[config.mk]
export PLATFORM = sky130hd
export DESIGN_NAME = pp_pwm_ctrl
export DESIGN_NICKNAME = d
export VERILOG_FILES = /design/src/rtl/pp_pwm_pkg.sv /design/src/rtl/pp_sync.sv /design/src/rtl/pp_period_cnt.sv /design/src/rtl/pp_softstart.sv /design/src/rtl/pp_pwm_ctrl.sv
export SDC_FILE = /design/constraint.sdc
export NUM_CORES = 1
export LEC_CHECK = 0
export ABC_AREA = 0
export CELL_PAD_IN_SITES_DETAIL_PLACEMENT = 0
export CELL_PAD_IN_SITES_GLOBAL_PLACEMENT = 1
export CORE_ASPECT_RATIO = 0.7
export CORE_MARGIN = 5
export CORE_UTILIZATION = 40
export CTS_CLUSTER_SIZE = 30
export DETAILED_ROUTE_END_ITERATION = 16
export PLACE_DENSITY_LB_ADDON = 0.2
export RECOVER_POWER = 100
export SETUP_SLACK_MARGIN = 0.4
export SYNTH_ARGS = -nofsm -noshare
export SYNTH_HDL_FRONTEND = slang
export SYNTH_HIERARCHICAL = 1
export SYNTH_SLANG_ARGS = --single-unit
export TNS_END_PERCENT = 100
[constraint.sdc]
create_clock -name clk_i -period 4.1 [get_ports clk_i]
set_clock_uncertainty 0.05 [all_clocks]
set_input_delay 0.82 -clock clk_i [delete_from_list [all_inputs] [get_ports clk_i]]
set_output_delay 0.82 -clock clk_i [all_outputs]
set_load 0.005 [all_outputs]
[src/rtl/pp_pwm_pkg.sv]
package pp_pwm_pkg;
  typedef enum logic {
    PH_A = 1'b0,
    PH_B = 1'b1
  } phase_e;
endpackage

[src/rtl/pp_sync.sv]
module pp_sync #(
  parameter int STAGES = 2
) (
  input  logic clk_i,
  input  logic rst_ni,
  input  logic d_i,
  output logic q_o
);
  logic [STAGES-1:0] chain_q;

  always_ff @(posedge clk_i or negedge rst_ni) begin
    if (!rst_ni) chain_q <= '0;
    else         chain_q <= {chain_q[STAGES-2:0], d_i};
  end

  assign q_o = chain_q[STAGES-1];
endmodule

[src/rtl/pp_period_cnt.sv]
module pp_period_cnt #(
  parameter int CNT_W = 8
) (
  input  logic             clk_i,
  input  logic             rst_ni,
  input  logic [CNT_W-1:0] period_i,
  input  logic [CNT_W-1:0] dead_i,
  input  logic             sync_lvl_i,
  output logic [CNT_W-1:0] cnt_o,
  output logic             blank_o,
  output logic             sync_rise_o,
  output logic             restart_o
);
  localparam logic [CNT_W:0] ONE_X = (CNT_W+1)'(1);

  logic [CNT_W-1:0] cnt_q;
  logic             sync_d_q;
  logic             wrap;

  assign sync_rise_o = sync_lvl_i & ~sync_d_q;
  // compare in CNT_W+1 bits so period_i of 0 or 1 still wraps
  assign wrap        = ({1'b0, cnt_q} + ONE_X) >= {1'b0, period_i};
  assign restart_o   = wrap | sync_rise_o;
  assign blank_o     = ({1'b0, cnt_q} + {1'b0, dead_i}) >= {1'b0, period_i};
  assign cnt_o       = cnt_q;

  always_ff @(posedge clk_i or negedge rst_ni) begin
    if (!rst_ni) begin
      cnt_q    <= '0;
      sync_d_q <= 1'b0;
    end else begin
      sync_d_q <= sync_lvl_i;
      cnt_q    <= restart_o ? '0 : cnt_q + 1'b1;
    end
  end
endmodule

[src/rtl/pp_softstart.sv]
module pp_softstart #(
  parameter int CNT_W   = 8,
  parameter int SS_STEP = 16,
  parameter int SS_DIV  = 2,
  parameter int SS_DROP = 1
) (
  input  logic             clk_i,
  input  logic             rst_ni,
  input  logic             restart_i,
  input  logic             discharge_i,
  input  logic             lockout_i,
  output logic [CNT_W-1:0] level_o
);
  localparam int             DIV_W  = $clog2(SS_DIV + 1);
  localparam logic [CNT_W:0] STEP_X = (CNT_W+1)'(SS_STEP);
  localparam logic [CNT_W:0] DROP_X = (CNT_W+1)'(SS_DROP);
  localparam logic [CNT_W:0] FULL_X = (CNT_W+1)'((1 << CNT_W) - 1);
  localparam logic [DIV_W-1:0] DIV_LAST = DIV_W'(SS_DIV - 1);

  logic [CNT_W-1:0] lvl_q;
  logic [DIV_W-1:0] div_q;
  logic [CNT_W:0]   up_sum;
  logic [CNT_W-1:0] up_sat;
  logic [CNT_W-1:0] dn_sat;

  assign up_sum = {1'b0, lvl_q} + STEP_X;
  assign up_sat = (up_sum > FULL_X) ? FULL_X[CNT_W-1:0] : up_sum[CNT_W-1:0];
  assign dn_sat = ({1'b0, lvl_q} > DROP_X) ? lvl_q - DROP_X[CNT_W-1:0] : '0;

  always_ff @(posedge clk_i or negedge rst_ni) begin
    if (!rst_ni) begin
      lvl_q <= '0;
      div_q <= '0;
    end else if (lockout_i) begin
      lvl_q <= '0;
      div_q <= '0;
    end else if (discharge_i) begin
      lvl_q <= dn_sat;
      div_q <= '0;
    end else if (restart_i) begin
      if (div_q == DIV_LAST) begin
        div_q <= '0;
        lvl_q <= up_sat;
      end else begin
        div_q <= div_q + 1'b1;
      end
    end
  end

  assign level_o = lvl_q;
endmodule

[src/rtl/pp_pwm_ctrl.sv]
module pp_pwm_ctrl
  import pp_pwm_pkg::*;
#(
  parameter int CNT_W       = 8,
  parameter int SYNC_STAGES = 2,
  parameter int SS_STEP     = 16,
  parameter int SS_DIV      = 2,
  parameter int SS_DROP     = 1
) (
  input  logic             clk_i,
  input  logic             rst_ni,
  input  logic [CNT_W-1:0] duty_i,
  input  logic [CNT_W-1:0] period_i,
  input  logic [CNT_W-1:0] dead_i,
  input  logic             shutdown_i,
  input  logic             uvlo_i,
  input  logic             sync_i,
  output logic             out_a_o,
  output logic             out_b_o
);
  localparam int N_OUT = 2;

  logic             sd_s;
  logic             sync_s;
  logic [CNT_W-1:0] cnt;
  logic             blank;
  logic             sync_rise;
  logic             restart;
  logic [CNT_W-1:0] ss_lvl;
  logic [CNT_W-1:0] thr;
  logic             below;
  logic             lat_q;
  phase_e           phase_q;
  logic             gate;
  logic [N_OUT-1:0] drv;

  pp_sync #(.STAGES(SYNC_STAGES)) u_sd_sync (
    .clk_i (clk_i),
    .rst_ni(rst_ni),
    .d_i   (shutdown_i),
    .q_o   (sd_s)
  );

  pp_sync #(.STAGES(SYNC_STAGES)) u_sync_sync (
    .clk_i (clk_i),
    .rst_ni(rst_ni),
    .d_i   (sync_i),
    .q_o   (sync_s)
  );

  pp_period_cnt #(.CNT_W(CNT_W)) u_osc (
    .clk_i      (clk_i),
    .rst_ni     (rst_ni),
    .period_i   (period_i),
    .dead_i     (dead_i),
    .sync_lvl_i (sync_s),
    .cnt_o      (cnt),
    .blank_o    (blank),
    .sync_rise_o(sync_rise),
    .restart_o  (restart)
  );

  pp_softstart #(
    .CNT_W  (CNT_W),
    .SS_STEP(SS_STEP),
    .SS_DIV (SS_DIV),
    .SS_DROP(SS_DROP)
  ) u_ss (
    .clk_i      (clk_i),
    .rst_ni     (rst_ni),
    .restart_i  (restart),
    .discharge_i(sd_s),
    .lockout_i  (uvlo_i),
    .level_o    (ss_lvl)
  );

  assign thr   = (duty_i < ss_lvl) ? duty_i : ss_lvl;
  assign below = cnt < thr;

  // pulse-ending latch: set by threshold or shutdown, cleared only at a restart
  always_ff @(posedge clk_i or negedge rst_ni) begin
    if (!rst_ni) begin
      lat_q   <= 1'b0;
      phase_q <= PH_A;
    end else if (restart) begin
      lat_q   <= sd_s;
      phase_q <= (phase_q == PH_A) ? PH_B : PH_A;
    end else if (!below || sd_s) begin
      lat_q   <= 1'b1;
    end
  end

  // every off condition forces low
  assign gate = below & ~blank & ~lat_q & ~sd_s & ~uvlo_i;

  for (genvar i = 0; i < N_OUT; i++) begin : g_out
    localparam phase_e OWN_PH = (i == 0) ? PH_A : PH_B;
    assign drv[i] = gate & (phase_q == OWN_PH);
  end

  assign out_a_o = drv[0];
  assign out_b_o = drv[1];
endmodule

; ---- Word level (Yosys, flattened, before mapping)
; Index checks and enable logic that the tools add are counted.
[totals]
reg_bits = 25
latchBits = 0
ram_bits = 0
mem_bits_ro = 0
input_bits = 29
output_inout_bits = 2
word_cells = 56
memories = 0
[op_classes]
addsub = 6
mul = 0
n_div = 0
n_lt_le_gt_ge = 6
eq_ne = 1
shifts = 0
n_mux = 15
bitwise_logic = 14
n_reduce_logical = 6
[op_table]
columns = operator, count
row1 = two-way mux 8 bit, 8
row2 = greater-or-equal comparator 9 x 8 -> 1 bit, 2
row3 = less-than comparator 8 bit, 2
row4 = adder 8 x 1 -> 9 bit (second input constant), 1
row5 = adder 8 x 5 -> 9 bit (second input constant), 1
row6 = adder 8 x 8 -> 9 bit, 1
row7 = > comparator 9 x 8 -> 1 bit (second input constant), 1
row8 = adder 8 x 1 -> 8 bit (second input constant), 1
row9 = > comparator 8 x 1 -> 1 bit (second input constant), 1
row10 = two-way mux 2 bit, 4
row11 = subtractor 8 x 1 -> 8 bit (second input constant), 1
row12 = AND 1 bit, 7
row13 = inverter 1 bit, 6
row14 = nonzero test 3 bit, 2
row15 = two-way mux 1 bit, 3
row16 = adder 2 x 1 -> 2 bit (second input constant), 1
row17 = equality test 2 x 1 -> 1 bit (second input constant), 1
row18 = AND reduction 2 bit, 1
row19 = nonzero test 2 bit, 1
row20 = zero test 1 bit, 1
row21 = logical OR 1 bit, 1
row22 = OR 1 bit, 1

; ---- Logic depth before layout (Yosys ltp)
; Gate-level depths: netlist (run 1).
[depth]
depth_word = 8
mapped_depth = 14
mapped_depth_nobuf = 14

; ---- Modules after synthesis
; The synthesis (run 1) kept the hierarchy.
[modules_own_cells]
columns = mod, n_inst, cells_per_inst, area_per_inst_um2, seq_area_each_um2
row1 = pp_period_cnt, 1, 118, 1071.0, 225.2
row2 = pp_softstart, 1, 101, 919.6, 250.2
row3 = pp_pwm_ctrl, 1, 64, 555.5, 50.0
row4 = pp_sync, 2, 2, 50.0, 50.0

; ---- Worst setup path after synthesis (run 1)
; Ideal clock, no wire load.
[synth_timing]
kind = input to output
startpoint = input port dead_i[0]
endpoint = output port out_a_o
arrival_time_ns = 3.123
required_time_ns = 3.230
slack_ns = 0.107
path_stages = 14
path_cell_list = ha_1 inv_1 fa_1 nor2b_4 o31a_1 o21a_1 nor2_1 xnor2_1 ha_1 a21oi_1 o21ai_0 a2111o_1 nor2_1 and3b_1
[synth_via]
elab_chain_len = 8
[synth_rtl]
columns = element, line_no
row1 = "start, declared", pp_pwm_ctrl.sv:14  ; input logic [CNT_W-1:0] dead_i,
row2 = adder 8 x 8 -> 9 bit, pp_period_cnt.sv:24  ; assign blank_o = ({1'b0, cnt_q} + {1'b0, dead_i}) >= {1'b0, period_i};
row3 = greater-or-equal comparator 9 x 8 -> 1 bit, pp_period_cnt.sv:24
row4 = net blank, pp_pwm_ctrl.sv:26  ; logic blank;
row5 = inverter 1 bit, pp_pwm_ctrl.sv:94  ; assign gate = below & ~blank & ~lat_q & ~sd_s & ~uvlo_i;
row6 = AND 1 bit (4 in a row), pp_pwm_ctrl.sv:94
row7 = AND 1 bit, pp_pwm_ctrl.sv:98  ; assign drv[i] = gate & (phase_q == OWN_PH);
row8 = "end, declared", pp_pwm_ctrl.sv:18  ; output logic out_a_o,
; The timed path passes the listed nets, and every way through them passes these cells.

; ---- Final worst setup path (run 1)
[layout_timing]
startpoint = input port duty_i[4]
endpoint = output port out_b_o
[layout_via]
elab_chain_len = 8
[layout_rtl]
columns = element, line_no
row1 = "start, declared", pp_pwm_ctrl.sv:12  ; input logic [CNT_W-1:0] duty_i,
row2 = less-than comparator 8 bit, pp_pwm_ctrl.sv:77  ; assign thr = (duty_i < ss_lvl) ? duty_i : ss_lvl;
row3 = two-way mux 8 bit *, pp_pwm_ctrl.sv:77
row4 = less-than comparator 8 bit *, pp_pwm_ctrl.sv:78  ; assign below = cnt < thr;
row5 = AND 1 bit * (4 in a row), pp_pwm_ctrl.sv:94
row6 = AND 1 bit *, pp_pwm_ctrl.sv:98
row7 = "end, declared", pp_pwm_ctrl.sv:19  ; output logic out_b_o
; Mark *: on every way between the ends. The rest lies on a longest branch, timed or not.

==> results of run 1 <==
[power groups by stage]
stage	sequential, W	combinational, W	clock [W]
final	0.000301	0.000652	0.000161
after global routing	0.000306	0.000731	0.000174
after CTS	0.000302	0.000629	0.000166
after detailed placement	0.000305	0.000588	0
after global placement	0.000305	0.000577	0
after floorplan	0.000314	0.000370	0
[kinds of logic after synthesis]
logic type,count (synthesis),share of synthesized area (%)
AOI/OAI and AO/OA,77,23.1
xor gates and xnor gates,13,4.30
adders and majority gates,46,22.0
buffers and inverters,36,5.91
DFF,25,23.6
muxes,8,3.03
and+or+nand+nor,82,18.0
[state kept, by name, summed over array words and instances, names as in the netlist]
signal	flops
lat_q	1
phase_q	1
u_osc/cnt_o	8
u_osc/sync_d_q	1
u_sd_sync/chain_q	2
u_ss/div_q	2
u_ss/level_o	8
u_sync_sync/chain_q	2
[synthesized netlist by cell type (2+ instances only)]
cell type and n:
a2111oi_2 2, a211oi_1 5, a21o_1 5, a21oi_1 15, a221o_1 2, a22o_1 2, a41oi_1 2, and3_1 5
and3b_1 2, buf_2 2, buf_6 2, dfrtp_1 25, ha_1 45, inv_1 30, mux2i_1 8, nand2_1 8
nand2b_1 5, nand3_1 8, nand4_1 3, nor2_1 19, nor2b_1 11, nor3_1 7, nor4bb_1 2, o211ai_1 2
o211ai_2 2, o21a_1 8, o21ai_0 9, o21bai_1 2, o31a_1 3, or4_1 2, xnor2_1 8, xor2_1 5
[critical path, cell delays in order]
cell and delay [ns]:
buf_8 0.10, ha_4 0.27, o21ai_4 0.06, o31a_2 0.35, o21a_4 0.25, buf_6 0.13
mux2i_4 0.19, ha_4 0.27, nand4_1 0.11, or3_1 0.38, nand3_1 0.10, a41oi_2 0.06
and3_1 0.20, buf_2 0.12
[per-stage QoR]
stage                     instances  setup TNS (ns)  power, W
after floorplan                 287               0  0.000684
after global placement          447           -2.15  0.000882
after detailed placement        447           -2.24  0.000893
after CTS                       455          -0.364   0.00110
after global routing            459          -0.992   0.00121
final                           459          -0.390   0.00111
[final cells by class]
class                      count  share of cell area, %
inverter                      30                   3.08
tap                           91                   3.12
clock buffer                   3                   1.13
clock inverter                 1                  0.240
sequential                    25                   17.1
multi-input combinational    226                   56.6
timing repair buffer          83                   18.7
[worst max path at each step]
stage	startpoint	endpoint	slack (ns)	cells after the start
6_report	duty_i[4]	out_b_o	-0.20	14
3_3_place_gp	duty_i[1]	out_a_o	-1.08	14
2_1_floorplan	dead_i[0]	out_a_o	0.16	14
4_1_cts	dead_i[0]	out_b_o	-0.19	16
5_1_grt	duty_i[4]	out_a_o	-0.30	14
3_5_place_dp	duty_i[1]	out_a_o	-1.12	14
[metal layers]
layer | vias to the layer above | wire length [um] | track usage, %
li1 | 1218 | - | -
met1 | 1128 | 3580 | 26.9
met2 | 68 | 2830 | 24.0
met3 | 4 | 522 | 3.77
met4 | 0 | 31 | 1.66
met5 | - | 0 | 0
[timing repair]
item                                    in CTS  in global routing
hold buffers                                 0                  0
buffers inserted                             4                  4
gates cloned                                 0                  0
pin swaps                                   33                 19
endpoints found under the setup margin       2                  7
resized for setup                           64                 18
==> flow_metrics.py, run 1 <==
metrics = {
    "run_status": {
        "status": "complete, but fails checks",
        "violated_checks": "max-capacitance violations, max-slew violations, negative setup slack",
    },
    "setup_path": {
        "worst_path_class_setup": "input port to primary output",
        "reg2regPathDepth": 14,
        "timing.critical_path.to_type": "primary output",
        "worst-path-max-fanout": 6,
        "cp-start-kind": "input port",
        "crit_required_ns": 3.23,
        "worst_r2r_startpoint": "u_osc/cnt_o[0]$_DFF_PN0_",
        "regToRegSetupSlack_ns": 0.14,
        "r2r_end": "u_ss/level_o[3]$_DFFE_PN0P_",
        "worst_ep_arrival_time_ns": 3.43,
    },
    "flow_run": {
        "cap_violations": 1,
    },
    "sta": {
        "fmaxAchievable_mhz": 233,
        "relative_max_transition_margin_pct": -0.497,
        "report.final.slew_viol_count": 26,
        "hold_slack_ns": 0.313,
        "final-hold-violation-count": 0,
        "final.setup.worst_slack_ns": -0.200,
        "setup_viol": 2,
        "tightest_slew_ns": 1.51,
        "period_needed_ns": 4.30,
        "setup_repair_after_global_routing_missed_its_margin": "yes",
        "min_period_over_period_pct": 105,
    },
    "cts": {
        "cts_inserted_buffers": 3,
        "path_clk_slew_ns": 0.10,
        "cts_buffer_depth": 2,
        "clock_latency_ns": 0.27,
        "cts_sinks": 25,
        "cts-root-buf": "clkbuf_8",
        "number_of_h_tree_levels": 1,
        "tritoncts": "built",
    },
    "synth": {
        "postSynthRegisterBits": 25,
        "synth_top_area_share_pct": 23.6,
        "async_reset_ff_share_pct": 100,
        "synthCells": 287,
        "synth_area_per_cell_um2": 9.22,
        "synth.net_count": 362,
        "synth.yosys.seq_area_share_pct": 23.6,
        "yosys.cell_types.count": 63,
        "synth_largest_area_cell": "dfrtp_1",
        "warnings_synthesis": 6,
        "synth_area_mm2": 0.00265,
        "ys.flop_type": "dfrtp_1",
        "synth-edff-count": 0,
        "synth.top_cells.by_area": "dfrtp_1 24%, ha_1 21%, inv_1 4.3%, mux2i_1 3.0%, a21oi_1 2.8%",
    },
    "placement": {
        "pre_cts_ws_ns": -1.12,
        "dpl.hpwl_mm": 5.43,
        "placement.cell_area_mm2": 0.00341,
        "io_buffer_count": 30,
        "globalplace.congestion": 0.840,
    },
    "layout": {
        "antenna-diode-count": 0,
        "post-route-util_pct": 57.6,
        "most_common_cell_after_layout_fill_and_taps_aside": "buf_4",
        "syn_to_final_growth_pct": 38.0,
        "nNetsFinal": 444,
        "regArea_um2": 626,
        "layout_common_cells": "50 x buf_4, 35 x ha_1, 28 x inv_1",
        "final_cell_area_mm2": 0.00365,
        "filler_cell_count": 566,
        "final_layout_size_suffix_gt1_share_pct": 28.0,
        "multi_input_gate_area_mm2": 0.00207,
    },
    "power_and_ir_drop": {
        "vdd_drop_max_mv": 0.141,
        "sequentialPowerShare_pct": 27.0,
        "share_comb_of_total_power_pct": 58.6,
        "p_int_w": 0.000686,
        "p_leak_nw": 1.67,
        "p_clk_share_pct": 14.4,
        "power_switching_share_pct": 38.4,
        "power_switching_w": 0.000428,
        "power_density_mw_per_mm2": 305,
    },
    "worst_hold_path": {
        "hp-start": "u_sync_sync/chain_q[0]$_DFF_PN0_",
        "hold_path.class": "register to register",
        "holdPathEnd": "u_sync_sync/chain_q[1]$_DFF_PN0_",
        "hold-path-cell-count": 0,
    },
    "route": {
        "via_count_of_the_routed_design": 2418,
        "drt_pre_antenna_iters": 4,
        "number_of_design_rule_violations_left_after_detail_routing": 0,
        "initialDrtViolationCount": 149,
        "avgRoutedWirePerCell_um": 15.2,
        "routed_wl_mm": 6.97,
        "detail-route-antenna-nets": 0,
        "via_per_inst": 5.27,
    },
    "floorplanning": {
        "floorplan.rows": 24,
        "die_height_um": 78.1,
        "io_pins": 31,
        "dieArea_mm2": 0.00837,
        "die_w_um": 107,
        "fp.coreArea_mm2": 0.00634,
        "start_util_pct": 41.8,
    },
    "grt": {
        "grt_pass1_wl_mm": 11.6,
        "first_global_vias": 2342,
        "grt_overflow": 0,
        "grt_antenna_before_repair": 0,
        "grt_max_degree": 26,
        "grtUsageTotal_pct": 16.9,
    },
}
No activity file was read; power rests on OpenSTA's default activity.
==> run 2, diff against run 1 <==
Settings changed: CTS_CLUSTER_SIZE 30 to not set.
==> results of run 2 <==
Final layout, timing and power as in run 1 (identical DEF).
==> run 3, diff against run 2 <==
Settings changed: CORE_UTILIZATION 40 to 41, CTS_BUF_LIST set to sky130_fd_sc_hd__clkbuf_8.
==> run 3 against run 2 <==
  * The flow finishes with violations (negative setup slack)
  * Combinational power decreased by 0.8%
  * Sequential share of layout area rose by 0.11 points
  * Via count up 0.91%
  * Critical path type unchanged
==> flow_metrics.py, run 3 (synthesis gave the netlist of run 1 again) <==
metrics = {
    "run_status": {
        "status": "complete, but fails checks",
        "violated_checks": "negative setup slack",
    },
    "cts": {
        "number_of_h_tree_levels": 1,
        "cts_inserted_buffers": 3,
        "cts_sinks": 25,
        "tritoncts": "built",
        "path_clk_slew_ns": 0.10,
        "cts_buffer_depth": 2,
        "cts-root-buf": "clkbuf_8",
        "clock_latency_ns": 0.28,
        "cts.hold.buffers_added": 0,
    },
    "worst_hold_path": {
        "hp-start": "u_sd_sync/chain_q[0]$_DFF_PN0_",
        "hold-path-cell-count": 0,
        "holdPathEnd": "u_sd_sync/chain_q[1]$_DFF_PN0_",
        "hold_path.class": "register to register",
    },
    "grt": {
        "first_global_vias": 2291,
        "grtUsageTotal_pct": 17.4,
        "grt_overflow": 0,
        "grt_max_degree": 26,
        "grt_antenna_before_repair": 0,
        "grt_pass1_wl_mm": 11.6,
    },
    "sta": {
        "setup_tns_ns": -0.337,
        "fmaxAchievable_mhz": 234,
        "min_period_over_period_pct": 104,
        "hold_slack_ns": 0.312,
        "setup_repair_after_global_routing_missed_its_margin": "yes",
        "tightest_slew_ns": 1.47,
        "period_needed_ns": 4.28,
        "final-hold-violation-count": 0,
        "report.final.slew_viol_count": 0,
        "final.setup.worst_slack_ns": -0.181,
        "setup_viol": 2,
        "relative_max_transition_margin_pct": 1.98,
    },
    "layout": {
        "regArea_um2": 626,
        "most_common_cell_after_layout_fill_and_taps_aside": "buf_4",
        "antenna-diode-count": 0,
        "final_layout_size_suffix_gt1_share_pct": 28.5,
        "filler_cell_count": 586,
        "multi_input_gate_area_mm2": 0.00206,
        "syn_to_final_growth_pct": 37.1,
        "nNetsFinal": 444,
        "final_cell_area_mm2": 0.00363,
        "layout_common_cells": "45 x buf_4, 35 x ha_1, 28 x inv_1",
        "final-instance-count-excl-fill": 446,
    },
    "setup_path": {
        "regToRegSetupSlack_ns": 0.15,
        "worst_r2r_startpoint": "u_osc/cnt_o[0]$_DFF_PN0_",
        "timing.critical_path.to_type": "primary output",
        "reg2regPathDepth": 14,
        "worst_path_class_setup": "input port to primary output",
        "worst-path-max-fanout": 6,
        "crit_required_ns": 3.23,
        "worst_ep_arrival_time_ns": 3.41,
        "cp-start-kind": "input port",
        "r2r_end": "u_ss/level_o[7]$_DFFE_PN0P_",
    },
    "placement": {
        "globalplace.congestion": 0.855,
        "dpl.hpwl_mm": 5.39,
        "pre_cts_ws_ns": -1.10,
        "placement.cell_area_mm2": 0.00338,
        "io_buffer_count": 30,
        "count_of_placed_standard_cells_including_taps": 433,
    },
    "power_and_ir_drop": {
        "power_density_mw_per_mm2": 305,
        "p_leak_nw": 1.67,
        "vdd_drop_max_mv": 0.126,
    },
    "route": {
        "via_per_inst": 5.47,
        "number_of_design_rule_violations_left_after_detail_routing": 0,
        "dr_wl_met2_mm": 2.79,
        "route.top_layer_used": "met4",
        "avgRoutedWirePerCell_um": 15.6,
        "routed_wl_mm": 6.97,
        "via_count_of_the_routed_design": 2440,
        "drt_pre_antenna_iters": 4,
        "detail-route-antenna-nets": 0,
        "wirelength_met1_mm": 3.77,
        "initialDrtViolationCount": 157,
        "wl_met3_um": 401,
    },
    "floorplanning": {
        "fp.coreArea_mm2": 0.00625,
        "die_w_um": 106,
        "die_height_um": 77.2,
        "floorplan.rows": 24,
        "io_pins": 31,
        "dieArea_mm2": 0.00819,
        "start_util_pct": 42.4,
    },
    "flow_run": {
        "cap_violations": 0,
    },
}
-- run 3: stage by stage --
| stage | power [W] | util [%] |
|---|---|---|
| global route | 0.00121 | 58.1 |
| global placement | 0.000881 | 54.2 |
| finish | 0.00111 | 58.1 |
| floorplan | 0.000684 | - |
| detailed placement | 0.000894 | 54.2 |
| CTS | 0.00109 | 57.1 |
-- run 3: final cells by class --
type,instances,area share (%)
well taps,78,2.69
flip-flops and latches,25,17.2
repair buffers,83,18.9
clock buffers,3,1.14
inverters,30,3.10
clock inverters,1,0.207
multi-input cells,226,56.7
-- run 3: worst max-delay path by stage --
stage                         start       to  slack [ns]  cells past startpoint
after floorplan           dead_i[0]  out_a_o        0.16                     14
after global placement    duty_i[1]  out_a_o       -1.07                     14
after detailed placement  duty_i[1]  out_a_o       -1.10                     14
after CTS                 dead_i[1]  out_a_o       -0.15                     14
after global routing      duty_i[2]  out_a_o       -0.30                     14
final                     duty_i[4]  out_a_o       -0.18                     14
-- run 3: timing repair --
item	4_1_cts	5_1_grt
buffers inserted	5	4
pin swaps	35	19
resized for setup	71	15
endpoints found under the setup margin	2	8
-- run 3: report_power, final --
group          switching, W  internal [W]  leakage (nW)
Sequential        0.0000243      0.000276         0.324
Combinational      0.000315      0.000332          1.32
Clock             0.0000910     0.0000692        0.0217
-- run 3: critical path: stages --
cell     delay (ns)
buf_6          0.11
ha_4           0.25
o21ai_2        0.05
o31a_2         0.36
o21a_4         0.26
buf_6          0.13
mux2i_2        0.15
ha_1           0.31
nand4_1        0.11
or3_1          0.40
nand3_2        0.11
a41oi_4        0.05
and3b_1        0.19
buf_2          0.12
-- run 3: layer usage --
layer  global-route usage, %  vias to the layer above
met1                    28.6                     1149
li1                        -                     1223
met4                    1.55                        0
met3                    3.19                        2
met5                       0                        -
met2                    23.9                       66
